<file path="config.mk">
export PLATFORM = sky130hd
export DESIGN_NAME = clk_rst_rdy_gen
export DESIGN_NICKNAME = d
export VERILOG_FILES = /design/src/rtl/clk_rst_rdy_gen.sv
export SDC_FILE = /design/constraint.sdc
export NUM_CORES = 1
export LEC_CHECK = 0
export ABC_CLOCK_PERIOD_IN_PS = 2800
export BUFFER_PORTS_ARGS = -buffer_cell sky130_fd_sc_hd__clkbuf_2
export CORE_AREA = 2 2 39 41
export DETAILED_ROUTE_END_ITERATION = 7
export DIE_AREA = 0 0 41 43
export HOLD_SLACK_MARGIN = 0.03
export PLACE_DENSITY_LB_ADDON = 0.2
export SETUP_SLACK_MARGIN = 0.05
export SLEW_MARGIN = 20
export SYNTH_ARGS = -nofsm -noshare
export SYNTH_HDL_FRONTEND = slang
export SYNTH_SLANG_ARGS = --single-unit
</file>
<file path="constraint.sdc">
create_clock -name clk_i -period 2.8 [get_ports clk_i]
set_input_delay 0.56 -clock clk_i [delete_from_list [all_inputs] [get_ports clk_i]]
set_output_delay 0.56 -clock clk_i [all_outputs]
set_load 0.01 [all_outputs]
</file>
<file path="src/rtl/clk_rst_rdy_gen.sv">
module clk_rst_rdy_gen (
  input  logic clk_i,
  input  logic rst_n_i,
  input  logic src_sel_i,
  input  logic int_tick_i,
  input  logic ext_tick_i,
  input  logic rdy1_i,
  input  logic aen1_n_i,
  input  logic rdy2_i,
  input  logic aen2_n_i,
  input  logic sync_sel_n_i,
  output logic osc_o,
  output logic clk_o,
  output logic pclk_o,
  output logic reset_o,
  output logic ready_o
);

  logic       tick;
  logic [1:0] ph;
  logic       pclk_q;
  logic       fall, rise;
  logic [1:0] rst_sh;
  logic       rdy_req, rdy_s1, rdy_s2;

  assign tick    = src_sel_i ? ext_tick_i : int_tick_i;
  assign osc_o   = tick;
  assign fall    = tick && (ph == 2'd0);
  assign rise    = tick && (ph == 2'd2);
  assign clk_o   = (ph == 2'd0);
  assign pclk_o  = pclk_q;
  assign reset_o = ~rst_sh[1];
  assign rdy_req = (rdy1_i & ~aen1_n_i) | (rdy2_i & ~aen2_n_i);
  assign ready_o = sync_sel_n_i ? rdy_s1 : rdy_s2;

  always_ff @(posedge clk_i or negedge rst_n_i) begin
    if (!rst_n_i) begin
      ph     <= 2'd0;
      pclk_q <= 1'b0;
    end else if (tick) begin
      ph <= (ph == 2'd2) ? 2'd0 : ph + 2'd1;
      if (rise) pclk_q <= ~pclk_q;
    end
  end

  always_ff @(posedge clk_i or negedge rst_n_i) begin
    if (!rst_n_i) begin
      rst_sh <= 2'b00;
      rdy_s1 <= 1'b0;
      rdy_s2 <= 1'b0;
    end else if (fall) begin
      rst_sh <= {rst_sh[0], 1'b1};
      rdy_s1 <= rdy_req;
      rdy_s2 <= rdy_s1;
    end
  end

  assert_clk_high_one_R1: assert property (@(posedge clk_i) disable iff (!rst_n_i)
    (tick && clk_o) |=> !clk_o);

  assert_pclk_on_rise_R2: assert property (@(posedge clk_i) disable iff (!rst_n_i)
    !$stable(pclk_o) |-> $rose(clk_o));

  assert_reset_release_R6: assert property (@(posedge clk_i) disable iff (!rst_n_i)
    $fell(reset_o) |-> $fell(clk_o));

  assert_reset_stays_low_R6: assert property (@(posedge clk_i) disable iff (!rst_n_i)
    !reset_o |=> !reset_o);

  assert_ready_on_fall_R7: assert property (@(posedge clk_i) disable iff (!rst_n_i)
    (!$stable(ready_o) && $stable(sync_sel_n_i)) |-> $fell(clk_o));

endmodule

</file>
After elaboration in Yosys (flattened, before gate mapping)

Cells that the tools add are included.

Bits in registers: 7
Output and inout bits: 5

Add/subtract/negate cells: 1
Eq/ne operators: 1
Mux-type cells: 3
Bitwise gates (word level): 7
Reduce and logical (&&, ||, !) cells: 4

Operators by type and width:

| operator            | number |
|---|---|
| $not 1->1           | 4 |
| $add 2x1->2 const B | 1 |
| $and 1x1->1         | 2 |
| $eq 2x2->1 const B  | 1 |
| $logic_and 1x1->1   | 2 |
| $logic_not 2->1     | 1 |
| $mux 1              | 2 |
| $mux 2              | 1 |
| $reduce_and 2->1    | 1 |
| $or 1x1->1          | 1 |

Longest topological paths before layout

Gate-level depths: netlist of the first run.

Word-level depth: 3
Gate-level depth with buffers: 3
Depth with buffers taken out: 3

Least setup slack after synthesis of the first run

Ideal clock, no wire load.

Path kind: in2out
Start: input src_sel_i
End: output osc_o
Arrival: 0.953 ns
Required time: 2.240 ns
Path slack: 1.287 ns
Stages on the path: 2
Path buffers: 0
Path through: mux2i_2 > inv_1

Longest elaborated chain between the ends: 1

Ends and longest elaborated chain:

| element     | line | RTL |
|---|---|---|
| from (decl) | 4    | `input logic src_sel_i,` |
| $mux 1      | 26   | `assign tick = src_sel_i ? ext_tick_i : int_tick_i;` |
| to (decl)   | 12   | `output logic osc_o,` |

Every way passes these cells.

Worst setup path in the final report of the first run

Same ends and word-level chain as after synthesis.

==> results of run 1 <==
cell type report:
cell class | instances | area, um2
flip-flops and latches | 7 | 175.2
repair buffers | 14 | 70.07
well taps | 16 | 20.02
clock buffers | 4 | 26.28
inverters | 4 | 15.01
fillers | 149 | 930.9
multi-input cells | 16 | 146.4
sequential cells by signal (all words and copies together) (netlist names):
register  cells
ph            2
rdy_s1        1
pclk_o        1
rst_sh        2
rdy_s2        1
power by group through the flow:
stage,Combinational (mW),Clock [mW],Sequential (mW)
2_1_floorplan,0.106,0,0.171
3_3_place_gp,0.148,0,0.171
3_5_place_dp,0.151,0,0.174
4_1_cts,0.152,0.0980,0.173
5_1_grt,0.163,0.101,0.177
6_report,0.148,0.0925,0.172
cells by family (layout without fill, tap and decap cells):
kind of cell	count (synthesis)	after routing	synth area share, %
muxes	5	5	20.82
DFF	7	7	52.05
xor gates and xnor gates	1	1	2.603
and+or+nand+nor	8	8	16.73
buffers and inverters	4	22	4.460
AOI/OAI and AO/OA	2	2	3.345
per-stage QoR:
stage / area, um2 / util [%] / hold WS [ns] / cells / setup slack, ns
finish: 452.9 / 32.73 / 0.1355 / 61 / 1.074
global route: 452.9 / 32.73 / 0.1432 / 61 / 0.9887
CTS: 452.9 / 32.73 / 0.1305 / 61 / 1.067
detailed placement: 426.7 / 30.83 / 0.4073 / 57 / 1.067
global placement: 426.7 / 30.83 / 0.4000 / 57 / 1.083
floorplan: 336.6 / - / 0.2644 / 27 / 1.287
critical path, stage by stage:
cell and delay (ns):
clkbuf_2 0.09, mux2i_2 0.32, inv_1 0.07, clkbuf_2 0.13
layer usage:
layer,GRT usage [%],vias to the layer above,part of all wire [%]
met3,3.141,0,12
met4,8.000,0,0
met5,0,-,0
li1,-,123,-
met1,9.967,108,43
met2,9.375,11,45
layout by cell type, fill, tap and decap left out:
cell and n:
clkbuf_4 3, o21ai_0 1, mux2_4 3, nor2_4 1
nand2_1 3, clkbuf_1 1, dfrtp_1 7, mux2_2 1
o22ai_1 1, nand2b_4 1, inv_1 4, nand2b_1 2
xor2_1 1, mux2i_2 1, nor3b_1 1, clkbuf_2 14
worst paths after layout:
check	end	slack, ns
worst min-delay path	rst_sh[0]	0.14
worst min register to register	rst_sh[0]	0.46
worst max register to register	rdy_s1	1.71
worst max-delay path	osc_o	1.07
min in group clk_i	rst_sh[0]	0.46
max in group asynchronous	ph[1]	2.50
==> results.sh, run 1 <==
export IMPL_h_tree_depth=1
export IMPL_dr_pass1_iters=1
export IMPL_ios=15
export IMPL_switchingPower_uw=136.6
export IMPL_fin_tns_setup_ns=0
export IMPL_place_gp_congestion=0.6856
export IMPL_max_freq_mhz=579.4
export IMPL_maxSlewHeadroom_pct=79.80
export IMPL_synthTopCellsByArea="dfrtp_1 52%, mux2_4 13%, inv_1 4.5%"
export IMPL_grt_total_usage_pct=7.911
export IMPL_floorplan_rows=14
export IMPL_grt_max_degree=8
export IMPL_wl_um=547
export IMPL_die_y_um=43
export IMPL_synth_area_um2=336.6
export IMPL_ys_ff_latch=7
export IMPL_p_clk_share_pct=22.4
export IMPL_core_um2=1384
export IMPL_insertion_delay_ns=0.25
export IMPL_vias=242
export IMPL_r2r_start="ph[0]"
export IMPL_post_cts_buffers=0
export IMPL_yosysSeqAreaShare_pct=52.04
export IMPL_power_density_nw_per_um2=912.5
export IMPL_fin_nets=56
export IMPL_setup_violations=0
export IMPL_drc_errors=0
export IMPL_drv_slew=0
export IMPL_yosysWarnings=0
export IMPL_wl_per_cell_um=8.967
export IMPL_ys_types=13
export IMPL_holdBufCountCts=0
export IMPL_hold_class="in -> async"
export IMPL_cap_violations=0
export IMPL_syn_num_nets=37
export IMPL_fin_total_pwr_uw=413.3
export IMPL_fin_skew_ns=0.001068
export IMPL_clkSlewWorstSetupHoldPaths_ns=0.05
export IMPL_critPathMaxFanout=6
export IMPL_cts_tree="done"
export IMPL_start_util_pct=24.32
export IMPL_required_ns=2.24
export IMPL_portBuffers=14
export IMPL_ff2ff_path_depth=3
export IMPL_netlist_instances=27
export IMPL_synthFlopType="dfrtp_1"
export IMPL_fin_crit_ns=1.726
export IMPL_rsz0062_at_grt="no"
export IMPL_dp_hpwl_um=438.2
export IMPL_finalCritPeriodShare_pct=61.64
export IMPL_p_int_uw=276.7
export IMPL_grt_pass1_wl_um=876
export IMPL_endpoint_kind="primary output"
export IMPL_worstMarginPinSlew_ns=0.2971
export IMPL_synth_edf_count=0
export IMPL_cts_sinks=7
export IMPL_netSwitchingFraction_pct=33.04
export IMPL_antenna_found_initial=0
export IMPL_ys_async_sr_fraction_pct=100.0
export IMPL_power_frac_comb_pct=35.9
export IMPL_die_width_um=41
export IMPL_synth_common_cells="7 x dfrtp_1, 4 x inv_1, 3 x mux2_4, 3 x nand2_1, 2 x nand2b_1"
export IMPL_clk_path_buf_depth=2
export IMPL_syn_avg_cell_area_um2=12.47
export IMPL_critPathLaunch="src_sel_i"
export IMPL_viasPerCell=3.967
export IMPL_synth_area_leader_cell="dfrtp_1"
export IMPL_cts_resized=0
export IMPL_peakVddDrop_mv=0.3027
export IMPL_grt_overflow=0
export IMPL_cp_arrival_ns=1.17
export IMPL_crit_type="in -> out"
export IMPL_grt_pass1_vias=229
export IMPL_ant_nets=0
export IMPL_dieArea_um2=1763
export IMPL_layout_drive_gt1_share_pct=53.33
export IMPL_drt_iter0_drc=0
export IMPL_cts_buffers=3
export IMPL_yosysMostFrequentCell="dfrtp_1"
export IMPL_clock_tree_root_cell="clkbuf_4"
export IMPL_hold_viol=0
export IMPL_seq_power_share_pct=41.7
export IMPL_antenna_diode_count=0
export IMPL_syn_to_final_growth_pct=34.57
export IMPL_synth_top_area_share_pct=52.04
export IMPL_cp_start_kind="input port"
export IMPL_run_status="finished clean"
export IMPL_p_leak_nw=0.2458
Power figures use the tool's default switching activity.
==> run 2: changes to the inputs <==
ABC_CLOCK_PERIOD_IN_PS = 1700   (was 2800)
clock period = 1.7 ns   (was 2.8 ns; I/O delays follow)
==> results.sh, run 2 (synthesis gave the netlist of run 1 again) <==
export IMPL_cp_start_kind="register"
export IMPL_cp_arrival_ns=1.02
export IMPL_wl_per_cell_um=9.097
export IMPL_antenna_diode_count=0
export IMPL_fin_nets=57
export IMPL_rsz0062_at_grt="no"
export IMPL_core_um2=1384
export IMPL_maxSlewHeadroom_pct=78.47
export IMPL_clock_tree_root_cell="clkbuf_4"
export IMPL_clkSlewWorstSetupHoldPaths_ns=0.05
export IMPL_fin_crit_ns=1.360
export IMPL_cts_sinks=7
export IMPL_portBuffers=14
export IMPL_floorplan_rows=14
export IMPL_hold_depth=4
export IMPL_drv_slew=0
export IMPL_clk_path_buf_depth=2
export IMPL_viasPerCell=3.935
export IMPL_drc_errors=0
export IMPL_dp_hpwl_um=457.5
export IMPL_required_ns=1.36
export IMPL_start_util_pct=24.32
export IMPL_p_clk_share_pct=22.1
export IMPL_fin_skew_ns=0.0005516
export IMPL_layout_drive_gt1_share_pct=52.17
export IMPL_min_from="ext_tick_i"
export IMPL_peakVddDrop_mv=0.5333
export IMPL_reg2reg_to="rst_sh[1]"
export IMPL_critPathMaxFanout=3
export IMPL_worstMarginPinSlew_ns=0.3167
export IMPL_vias=244
export IMPL_max_freq_mhz=735.1
export IMPL_stdcell_area_um2=462.9
export IMPL_post_cts_buffers=0
export IMPL_crit_type="reg -> out"
export IMPL_syn_to_final_growth_pct=37.55
export IMPL_ant_nets=0
export IMPL_grt_overflow=0
export IMPL_cts_buffers=3
export IMPL_path_cells="mux2_2, clkbuf_2"
export IMPL_grt_pass1_wl_um=910
export IMPL_fin_tns_setup_ns=0
export IMPL_die_y_um=43
export IMPL_cts_tree="done"
export IMPL_p_int_uw=457.2
export IMPL_wl_um=564
export IMPL_dr_pass1_iters=1
export IMPL_place_gp_congestion=0.6756
export IMPL_ios=15
export IMPL_switchingPower_uw=223.7
export IMPL_seq_power_share_pct=41.7
export IMPL_antenna_found_initial=0
export IMPL_insertion_delay_ns=0.25
export IMPL_r2r_start="ph[0]"
export IMPL_grt_max_degree=8
export IMPL_placed_area_um2=426.7
export IMPL_critPathBufInv=1
export IMPL_power_frac_comb_pct=36.2
export IMPL_netSwitchingFraction_pct=32.85
export IMPL_grt_pass1_vias=225
export IMPL_power_density_nw_per_um2=1471
export IMPL_reg_top3="ph (2), rst_sh (2)"
export IMPL_final_common_cell="clkbuf_2"
export IMPL_h_tree_depth=1
export IMPL_whs_endpoint="ph[0]"
export IMPL_p_leak_nw=0.2500
export IMPL_cap_violations=0
export IMPL_run_status="finished clean"
export IMPL_slowest_delay_ns=0.39
export IMPL_endpoint_kind="primary output"
export IMPL_drt_iter0_drc=0
export IMPL_crit_family="flip-flops"
export IMPL_layout_common_cells="14 x clkbuf_2, 7 x dfrtp_1, 4 x inv_1"
export IMPL_timing_reg2reg_setup_slack_ns=0.61
export IMPL_slowest_stage="dfrtp_1"
export IMPL_die_width_um=41
export IMPL_ff2ff_path_depth=3
export IMPL_hold_class="in -> reg"
export IMPL_dieArea_um2=1763
export IMPL_setup_violations=0
export IMPL_hold_viol=0
export IMPL_finalCritPeriodShare_pct=80.02
export IMPL_grt_total_usage_pct=8.308
[run 2: cell count changes in the layout (fill, tap and decap cells not counted), sizes merged]
cell / delta
dlygate4sd3: +1
[run 2: metal layers]
layer	global-route usage [%]	vias to the layer above	part of all wire, %
met2	10.31	11	45
met4	8.000	0	0
met5	0	-	0
met3	3.141	0	11
li1	-	124	-
met1	10.26	109	44
[run 2: timing repair]
item | CTS | global route
hold buffers | 1 | 0
resized for setup | 0 | 0
endpoints found under the hold margin | 7 | 0
[run 2: worst max-delay path by stage]
stage          cells after the start  slack [ns]      start   endpoint
5_1_grt                            2        0.30     rdy_s1    ready_o
3_3_place_gp                       4        0.32  src_sel_i  rst_sh[1]
6_report                           2        0.34     rdy_s1    ready_o
2_1_floorplan                      3        0.45  src_sel_i     rdy_s1
3_5_place_dp                       4        0.26  src_sel_i  rst_sh[1]
4_1_cts                            2        0.32     rdy_s1    ready_o
[run 2: worst reg2reg max path: stages, from the launching register on]
cell and delay, ns:
dfrtp_1 0.43, nor2_4 0.16, nand2b_4 0.09, mux2_4 0.30
[run 2: layout make-up]
class	count	area, um2
Clock buffer	4	26.28
Tap cell	16	20.02
Multi-Input combinational cell	16	146.4
Sequential cell	7	175.2
Fill cell	151	920.9
Inverter	4	15.01
Timing Repair Buffer	15	80.08
[run 2: power by group through the flow]
stage                     Sequential (mW)  Combinational, mW  Clock, mW
after global routing                0.296              0.272      0.166
after floorplan                     0.282              0.174          0
final                               0.284              0.246      0.150
after CTS                           0.285              0.252      0.158
after global placement              0.282              0.244          0
after detailed placement            0.288              0.250          0
[run 2: stage by stage]
| stage | hold slack (ns) | cells | power, mW | setup slack [ns] | util (%) |
|---|---|---|---|---|---|
| after floorplan | 0.04441 | 27 | 0.4567 | 0.4538 | - |
| final | 0.4425 | 62 | 0.6809 | 0.3396 | 33.45 |
| after detailed placement | 0.1862 | 57 | 0.5372 | 0.2568 | 30.83 |
| after global placement | 0.1798 | 57 | 0.5262 | 0.3196 | 30.83 |
| after global routing | 0.4642 | 62 | 0.7330 | 0.3025 | 33.45 |
| after CTS | 0.4387 | 62 | 0.6953 | 0.3221 | 33.45 |
